<file path="config.mk">
export PLATFORM = sky130hd
export DESIGN_NAME = tx_slot_arbiter
export DESIGN_NICKNAME = d
export VERILOG_FILES = /design/src/rtl/arb_pkg.sv /design/src/rtl/rr_rank_order.sv /design/src/rtl/rr_slot_ptr.sv /design/src/rtl/rr_grant_reg.sv /design/src/rtl/tx_slot_arbiter.sv
export SDC_FILE = /design/constraint.sdc
export NUM_CORES = 1
export LEC_CHECK = 0
export ABC_AREA = 0
export BUFFER_PORTS_ARGS = -buffer_cell sky130_fd_sc_hd__clkbuf_2
export CAP_MARGIN = 20
export CORE_UTILIZATION = 47
export CTS_CLUSTER_DIAMETER = 120
export DETAILED_ROUTE_END_ITERATION = 16
export MAX_ROUTING_LAYER = met4
export PLACE_DENSITY = 0.67
export SLEW_MARGIN = 20
export SYNTH_ARGS = -nofsm -noshare
export SYNTH_HDL_FRONTEND = slang
export SYNTH_SLANG_ARGS = --single-unit
export TNS_END_PERCENT = 20
</file>
<file path="constraint.sdc">
create_clock -name clk -period 19.95 [get_ports clk]
set_input_delay 3.99 -clock clk [delete_from_list [all_inputs] [get_ports clk]]
set_output_delay 3.99 -clock clk [all_outputs]
set_load 0.005 [all_outputs]
</file>
<file path="src/rtl/arb_pkg.sv">
package arb_pkg;

  // Index width that stays at least one bit for a single client.
  function automatic int unsigned idx_width(input int unsigned n);
    return (n > 1) ? $clog2(n) : 1;
  endfunction

endpackage

</file>
<file path="src/rtl/rr_rank_order.sv">
// Ranks clients by CAN ID (ties broken by lower index) and finds the owner
// of the given slot rank.
module rr_rank_order #(
  parameter int N_CLIENTS = 6,
  parameter int ID_W      = 11,
  localparam int IDX_W    = arb_pkg::idx_width(N_CLIENTS),
  localparam int CNT_W    = IDX_W + 1
) (
  input  logic [N_CLIENTS*ID_W-1:0] ids_i,
  input  logic [IDX_W-1:0]          slot_i,
  output logic [N_CLIENTS-1:0]      owner_vec_o,
  output logic [IDX_W-1:0]          owner_idx_o
);

  logic [ID_W-1:0] id_arr [N_CLIENTS];

  for (genvar k = 0; k < N_CLIENTS; k++) begin : g_unpack
    assign id_arr[k] = ids_i[k*ID_W +: ID_W];
  end

  for (genvar i = 0; i < N_CLIENTS; i++) begin : g_rank
    logic [CNT_W-1:0] rank;
    always_comb begin
      rank = '0;
      for (int j = 0; j < N_CLIENTS; j++) begin
        if (j != i) begin
          if ((id_arr[j] < id_arr[i]) || ((id_arr[j] == id_arr[i]) && (j < i)))
            rank = rank + CNT_W'(1);
        end
      end
    end
    assign owner_vec_o[i] = (rank == {1'b0, slot_i});
  end

  always_comb begin
    owner_idx_o = '0;
    for (int k = 0; k < N_CLIENTS; k++) begin
      if (owner_vec_o[k]) owner_idx_o = IDX_W'(k);
    end
  end

endmodule

</file>
<file path="src/rtl/rr_slot_ptr.sv">
// Slot pointer: moves one rank per idle bit strobe and wraps.
module rr_slot_ptr #(
  parameter int N_CLIENTS = 6,
  localparam int IDX_W    = arb_pkg::idx_width(N_CLIENTS)
) (
  input  logic             clk,
  input  logic             rst,
  input  logic             adv_i,
  output logic [IDX_W-1:0] slot_o
);

  localparam logic [IDX_W-1:0] LAST = IDX_W'(N_CLIENTS - 1);

  always_ff @(posedge clk) begin
    if (rst) begin
      slot_o <= '0;
    end else if (adv_i) begin
      slot_o <= (slot_o == LAST) ? '0 : slot_o + IDX_W'(1);
    end
  end

endmodule

</file>
<file path="src/rtl/rr_grant_reg.sv">
// Registered grant outputs and start pulse.
module rr_grant_reg #(
  parameter int N_CLIENTS = 6,
  parameter int ID_W      = 11,
  localparam int IDX_W    = arb_pkg::idx_width(N_CLIENTS)
) (
  input  logic                 clk,
  input  logic                 rst,
  input  logic                 fire_i,
  input  logic                 pend_i,
  input  logic [N_CLIENTS-1:0] owner_vec_i,
  input  logic [IDX_W-1:0]     owner_idx_i,
  input  logic [ID_W-1:0]      owner_id_i,
  output logic                 start_o,
  output logic [N_CLIENTS-1:0] grant_vec_o,
  output logic [IDX_W-1:0]     grant_idx_o,
  output logic [ID_W-1:0]      grant_id_o
);

  logic take;
  assign take = fire_i & pend_i;

  always_ff @(posedge clk) begin
    if (rst) begin
      start_o     <= 1'b0;
      grant_vec_o <= '0;
      grant_idx_o <= '0;
      grant_id_o  <= '0;
    end else begin
      start_o <= take;
      if (take) begin
        grant_vec_o <= owner_vec_i;
        grant_idx_o <= owner_idx_i;
        grant_id_o  <= owner_id_i;
      end
    end
  end

endmodule

</file>
<file path="src/rtl/tx_slot_arbiter.sv">
// Time-slotted, ID-ordered transmit arbiter for a shared CAN port.
module tx_slot_arbiter #(
  parameter int N_CLIENTS = 6,
  parameter int ID_W      = 11,
  localparam int IDX_W    = arb_pkg::idx_width(N_CLIENTS)
) (
  input  logic                      clk,
  input  logic                      rst,
  input  logic                      bit_tick_i,
  input  logic                      bus_idle_i,
  input  logic [N_CLIENTS-1:0]      q_nonempty_i,
  input  logic [N_CLIENTS*ID_W-1:0] q_id_i,
  output logic                      start_o,
  output logic [N_CLIENTS-1:0]      grant_vec_o,
  output logic [IDX_W-1:0]          grant_idx_o,
  output logic [ID_W-1:0]           grant_id_o
);

  logic [IDX_W-1:0]     slot;
  logic [N_CLIENTS-1:0] owner_vec;
  logic [IDX_W-1:0]     owner_idx;
  logic [ID_W-1:0]      owner_id;
  logic                 fire;
  logic                 pend;

  // A slot is evaluated only at a bit-period start while the bus is free.
  assign fire = bit_tick_i & bus_idle_i;
  assign pend = |(owner_vec & q_nonempty_i);

  always_comb begin
    owner_id = '0;
    for (int k = 0; k < N_CLIENTS; k++) begin
      if (owner_vec[k]) owner_id = q_id_i[k*ID_W +: ID_W];
    end
  end

  rr_rank_order #(.N_CLIENTS(N_CLIENTS), .ID_W(ID_W)) u_rank (
    .ids_i       (q_id_i),
    .slot_i      (slot),
    .owner_vec_o (owner_vec),
    .owner_idx_o (owner_idx)
  );

  rr_slot_ptr #(.N_CLIENTS(N_CLIENTS)) u_slot (
    .clk    (clk),
    .rst    (rst),
    .adv_i  (fire),
    .slot_o (slot)
  );

  rr_grant_reg #(.N_CLIENTS(N_CLIENTS), .ID_W(ID_W)) u_grant (
    .clk         (clk),
    .rst         (rst),
    .fire_i      (fire),
    .pend_i      (pend),
    .owner_vec_i (owner_vec),
    .owner_idx_i (owner_idx),
    .owner_id_i  (owner_id),
    .start_o     (start_o),
    .grant_vec_o (grant_vec_o),
    .grant_idx_o (grant_idx_o),
    .grant_id_o  (grant_id_o)
  );

endmodule

</file>
==> results of run 1 <==
-- registers in the layout (all words and copies together), names as in the netlist --
signal	cells
u_grant.start_o	1
u_grant.grant_idx_o	3
u_grant.grant_vec_o	6
u_grant.grant_id_o	11
u_slot.slot_o	3
-- worst max-delay path, delay by kind of cell --
kind	cells	cell delay [ns]
AND/OR/NAND/NOR	5	0.85
buffers and inverters	5	0.73
AO/OA/AOI/OAI	17	3.67
adder cells (fa/ha/maj)	4	1.25
XOR/XNOR	1	0.44
-- where the power goes --
part / internal [W] / switching (W) / total (W)
Sequential: 0.0000567 / 0.00000485 / 0.0000615
Combinational: 0.000171 / 0.000273 / 0.000444
Clock: 0.0000399 / 0.0000176 / 0.0000575
-- metal layers --
layer  track usage  up-vias  share of wire
met1         0.453     3667           0.46
met3        0.0402       67          0.081
li1              -     3772              -
met2         0.514      415           0.43
met4        0.0931        0          0.030
met5             -        -              0
-- kinds of logic (layout without fill, tap and decap cells) --
logic type / after synthesis / after routing / synth area share
AO/OA/AOI/OAI: 276 / 276 / 0.280
XOR/XNOR: 31 / 31 / 0.0408
AND/OR/NAND/NOR: 288 / 288 / 0.205
multiplexers: 23 / 23 / 0.0315
other: 0 / 1 / 0
adder cells (fa/ha/maj): 189 / 189 / 0.320
flip-flops: 24 / 24 / 0.0650
buffers and inverters: 107 / 194 / 0.0577
-- worst min-delay path by stage --
stage | endpoint | slack (ns) | depth (start not counted)
4_1_cts | u_grant.grant_idx_o[0] | 0.46 | 2
3_5_place_dp | u_grant.grant_idx_o[0] | 0.45 | 2
2_1_floorplan | u_grant.grant_idx_o[1] | 0.45 | 2
5_1_grt | u_grant.grant_id_o[6] | 0.49 | 2
6_report | u_grant.grant_idx_o[0] | 0.46 | 2
3_3_place_gp | u_grant.grant_idx_o[0] | 0.45 | 2
-- metrics by stage --
step | area (um2) | instances | power (W) | worst slack [ns] | utilization
2_1_floorplan | 7390 | 938 | 0.000371 | 10.23 | -
3_3_place_gp | 8090 | 1232 | 0.000491 | 9.00 | 0.530
3_5_place_dp | 8090 | 1232 | 0.000492 | 9.02 | 0.530
4_1_cts | 8200 | 1236 | 0.000552 | 9.28 | 0.537
5_1_grt | 8200 | 1237 | 0.000604 | 8.71 | 0.537
6_report | 8200 | 1237 | 0.000563 | 9.17 | 0.537
-- cells in the mapped netlist (5+ instances only) --
library cell	instances	area share
nand2_1	69	0.035
ha_1	189	0.32
o2111ai_1	6	0.0071
a21oi_1	53	0.036
xor2_1	8	0.0095
nor3_1	8	0.0054
mux2i_1	21	0.028
o21a_1	35	0.036
and3_1	8	0.0068
o21ai_0	24	0.016
dfxtp_1	24	0.065
xnor2_1	21	0.025
nor2_1	60	0.030
o211ai_1	10	0.010
a211o_1	10	0.012
o41ai_1	11	0.013
nand4_1	32	0.027
a21o_1	18	0.018
and4_1	5	0.0059
nand3_1	40	0.027
o221ai_1	7	0.0083
nand2b_1	8	0.0068
buf_2	5	0.0034
or2_2	5	0.0042
inv_1	84	0.043
a211oi_1	20	0.020
clkbuf_1	13	0.0066
nor2b_1	10	0.0085
a31oi_1	5	0.0042
nand3b_1	19	0.019
and2_1	7	0.0059
a2111oi_0	13	0.015
-- cell type report --
cell class              instances  area [um2]  share of cell area
multi-input cells             807        6480               0.791
clock inverters                 1        30.0             0.00366
flip-flops and latches         24         480              0.0586
clock buffers                   3        75.1             0.00915
well taps                     211         264              0.0322
diodes                          1        2.50            0.000305
repair buffers                104         541              0.0659
inverters                      86         323              0.0394
==> summary.md, run 1 <==
| Metric | Value |
|---|---|
| Status | finished clean |
| Layout area overhead | 10.9% |
| Root buf cell | clkbuf_16 |
| Synth Area per Inst | ~7.9 um2 |
| Most used cell, CP | o21a_1 |
| Core area | 0.0153 mm2 |
| H-Tree Depth | 1 |
| Leakage | 4.05 nW |
| Clock skew | roughly 0.0025 ns |
| CP Max Fanout | 34 |
| Io pins | 97 |
| DRC | 0 |
| Nets@finish | 1291 |
| Seq/Total Area, Yosys | 0.0650 |
| Post-layout min period | around 11 ns |
| CP endpoint kind | flip-flop |
| CTS sink count | 24 |
| Largest net degree at the start of global routing | 35 |
| Setup crit start | q_id_i[12] |
| Post-synth net total | ~1200 |
| Synthesized area | 0.00739 mm2 |
| Clock Pin Slew Worst Setup and Hold Paths | 0.06 ns |
| Total congestion overflow | 0 |
| Final Setup Violations | 0 |
| Slew Viols, Final | 0 |
| Die Area | around 0.016 mm2 |
| Layout cells sized above 1 | 0.131 |
| Most common cell after layout, fill and taps aside | ha_1 |
| Synth Instances | 938 |
| Iteration-0 DRC Markers | 843 |
| Top_reg_cell synth | dfxtp_1 |
| VDD IR max | 0.0605 mV |
| Fmax | a little over 0.09 GHz |
| Die height | between 100 and 150 um |
| WHS | 0.457 ns |
| Slew HR | 0.348 |
| Total routing usage reported by global routing | 0.332 |
| Post_cts resized | 0 |
| Synth cell types | 81 |
| Register bit count reported by yosys | 24 |
| Post CTS Setup Buffer Count | 0 |
| Routed WL | 26.3 mm |
| Post-synth EDFFs | 0 |
| Initial core utilization | 0.484 |
| Unrepaired setup endpoints after global routing | no |
| RR Startpoint | u_slot.slot_o[1] |
| Pre-Repair DR Iteration Count | 7 |
| Drt via density | roughly 6.4 |
| Hold Crit Start | u_grant.grant_idx_o[0] |
| Max cap viols | 0 |
| Reg2reg setup slack | roughly 16 ns |
| Worst setup path class | in2reg |
| Hold Vio Cnt, Final | 0 |
| Worst skew pair latency | 0.26 ns |
| # fillers | 1492 |
| DR vias | 7921 |
| Vias in the first global route | 7234 |
| FP Rows | 45 |
| Worst Setup Start Kind | primary input |
| CTS tree | built |
| Worst path max stage delay | around 0.74 ns |
| Total CTS buffers | 3 |
| R2r endpoint | u_grant.grant_idx_o[1] |
| Synth warn | 0 |
| Most frequent cells in the layout | 189 x ha_1, 96 x clkbuf_2, 84 x inv_1 |
| First-pass GRT wire length | slightly above 40 mm |
| Critical Path End | u_grant.grant_idx_o[1] |
| Port buffer count | 96 |
| Slowest CP cell | o211a_1 |
| Tcrit/Tclk final | 0.541 |
| Async SR Flop Fraction | 0 |
| Least-Margin Pin Slew | 0.976 ns |
| Initial antenna violation count | 1 |
| Pwr Density | 68.7 mW/mm2 |
| ANT nets after route | 0 |
| Hold-fix buffers at CTS | 0 |
| Clk buf depth | 2 |
| Die X | 127 um |
| DP HPWL | 21.8 mm |
| WL/cell | approximately 21 um |
| Final GP Congestion | just under 1 |
| Critical path arrival | 10.97 ns |
| FF-to-FF path depth | 12 |
| Worst Hold Class | reg2reg |
| Crit path required time | slightly above 20 ns |
| Setup_tns | 0 ns |
(Power assumes the default switching activity.)
==> inputs of run 2 (changes only) <==
- ABC_AREA: 0 -> 1
- PLACE_DENSITY: 0.67 -> 0.7
- clock period: 19.95 -> 8.68 ns (I/O delays scaled with it)
==> run 2 against run 1 <==
Hold slack better by 0.0079 ns; clock skew up 0.0012 ns; combinational power up 92%; critical endpoint is now u_grant.grant_id_o[9]; clock power up 91%; die area up 1.8%; largest power group unchanged; design area up 0.75%.
==> summary.md, run 2 <==
| Metric | Value |
|---|---|
| Total routing usage reported by global routing | 0.319 |
| Count leader, synth | nand2_1 |
| Reg with most FFs | u_grant.grant_id_o |
| Status | finished clean |
| Largest net degree at the start of global routing | 33 |
| DRC | 0 |
| Synthesized area | around 0.0075 mm2 |
| Hold-fix buffers at CTS | 0 |
| Layout cells sized above 1 | 0.126 |
| Max cap viols | 0 |
| Setup_tns | 0 ns |
| Antenna diodes | 0 |
| Die height | between 100 and 150 um |
| Worst Setup Start Kind | primary input |
| Post-layout min period | 6.82 ns |
| Crit path required time | 8.87 ns |
| Most used cell, CP | nand2_1 |
| Unrepaired setup endpoints after global routing | no |
| CP endpoint kind | flip-flop |
| Clk buf depth | 2 |
| Dominant cells by area after synthesis | ha_1 31%, nand2_1 18%, inv_1 9.2%, nand3_1 7.5%, a21oi_1 6.5% |
| Slowest CP cell | ha_1 |
| Top Registers | u_grant.grant_id_o: 11 flops, u_grant.grant_vec_o: 6 flops |
| Vias in the first global route | 7663 |
| First-pass GRT wire length | 39.5 mm |
| Final core utilization | 0.536 |
| Fmax | ~0.15 GHz |
| Max FFs per register | 11 |
| Nets@finish | 1587 |
| Worst skew pair latency | approximately 0.26 ns |
| Synth warn | 0 |
| Post CTS Setup Buffer Count | 0 |
| CTS tree | built |
| Worst Hold Class | reg2reg |
| Async SR Flop Fraction | 0 |
| CP Max Fanout | 32 |
| Least-Margin Pin Slew | 0.618 ns |
| Slew Viols, Final | 0 |
| Synth Instances | 1237 |
| H-Tree Depth | 1 |
| Top_reg_cell synth | dfxtp_1 |
| Yosys top cell area share | 0.314 |
| WHS | 0.465 ns |
| Most frequent cells in the layout | 355 x nand2_1, 189 x ha_1, 184 x inv_1 |
| Layout area overhead | 9.79% |
| Hold Vio Cnt, Final | 0 |
| Clock Pin Slew Worst Setup and Hold Paths | 0.06 ns |
| Worst path max stage delay | 0.35 ns |
| Seq/Total Area, Yosys | 0.0639 |
| Die Area | 0.0165 mm2 |
| Initial core utilization | 0.488 |
| Pre-Repair DR Iteration Count | 5 |
| Post-synth EDFFs | 0 |
| Routed WL | 25.1 mm |
| Die X | 129 um |
| WL/cell | 16.4 um |
| Post-synth top cells | 355 x nand2_1, 189 x ha_1, 184 x inv_1 |
| Final Setup Violations | 0 |
| Final GP Congestion | between 0.9 and 1 |
| Synth Area per Inst | 6.08 um2 |
| Leakage | 4.87 nW |
| Slew HR | 0.586 |
| ANT nets after route | 0 |
| Register bit count reported by yosys | 24 |
| Synth cell types | 36 |
| Drt via density | 5.45 |
| Root buf cell | clkbuf_16 |
| Critical path arrival | ~7.0 ns |
| Clock skew | between 0.003 and 0.004 ns |
| Cell type with the largest total area after synthesis | ha_1 |
| Core area | 0.0154 mm2 |
| DR vias | 8354 |
| Port buffer count | between 90 and 100 |
| Most common cell after layout, fill and taps aside | nand2_1 |
| CTS sink count | 24 |
| Initial antenna violation count | 0 |
| VDD IR max | 0.0839 mV |
| Iteration-0 DRC Markers | 612 |
| # fillers | 1645 |
| Pwr Density | 132 mW/mm2 |
| Post_cts resized | 0 |
| Tcrit/Tclk final | 0.786 |
| Post-synth net total | ~1500 |
| DP HPWL | 21.0 mm |
| Io pins | 97 |
| Total CTS buffers | 3 |
| Worst setup path class | in2reg |
| Total congestion overflow | 0 |
| FP Rows | 45 |
run 2: cell types whose count changed after synthesis, sizes merged, moves of 22 or more:
cell,change
o21ai,+25
a21oi,+44
nor2,+22
nand2,+302
nand3,+86
a211oi,-22
o21a,-30
inv,+107
run 2: power breakdown:
group          internal (W)  switching, W
Clock             0.0000705     0.0000393
Combinational      0.000288      0.000566
Sequential         0.000123    0.00000770
run 2: area by class of cell:
type / instances / area (um2) / share of cell area
Clock buffer: 4 / 88.8 / 0.0108
Inverter: 192 / 721 / 0.0872
Multi-Input combinational cell: 1004 / 6220 / 0.753
Sequential cell: 24 / 480 / 0.0582
Tap cell: 211 / 264 / 0.0320
Timing Repair Buffer: 97 / 488 / 0.0591
run 2: worst paths after layout:
path	startpoint	to	slack [ns]	cells after the start
setup / recovery	q_id_i[13]	u_grant.grant_id_o[9]	1.86	35
setup reg to reg	u_slot.slot_o[2]	u_grant.grant_id_o[9]	5.64	17
hold reg to reg	u_grant.grant_id_o[5]	u_grant.grant_id_o[5]	0.46	2
hold / removal	u_grant.grant_id_o[5]	u_grant.grant_id_o[5]	0.46	2
run 2: layer usage:
layer  vias to the layer above  global-route usage  wire [um]  share of wire
met4                         0              0.0893        780          0.031
li1                       4278                   -          -              -
met1                      3729               0.424      11700           0.47
met5                         -                   -          0              0
met2                       291               0.520      10900           0.43
met3                        56              0.0225       1740          0.069
run 2: cell families after synthesis:
group	share of synthesized area
and+or+nand+nor	0.388
adders and majority gates	0.314
AOI/OAI and AO/OA	0.124
buffers and inverters	0.110
DFF	0.0639
run 2: per-stage QoR:
step | worst slack, ns | power (W) | cell area [um2] | instances
3_3_place_gp | 1.72 | 0.000963 | 8170 | 1528
4_1_cts | 1.94 | 0.00108 | 8260 | 1532
2_1_floorplan | 2.91 | 0.000761 | 7520 | 1237
6_report | 1.86 | 0.00109 | 8260 | 1532
5_1_grt | 1.27 | 0.00122 | 8260 | 1532
3_5_place_dp | 1.68 | 0.000972 | 8170 | 1528
run 2: worst max-delay path: cells and delay by family:
| kind | cells | cell delay (ns) |
|---|---|---|
| AND/OR/NAND/NOR | 17 | 1.91 |
| buffers and inverters | 6 | 1.07 |
| adder cells (fa/ha/maj) | 4 | 1.15 |
| AO/OA/AOI/OAI | 8 | 1.11 |
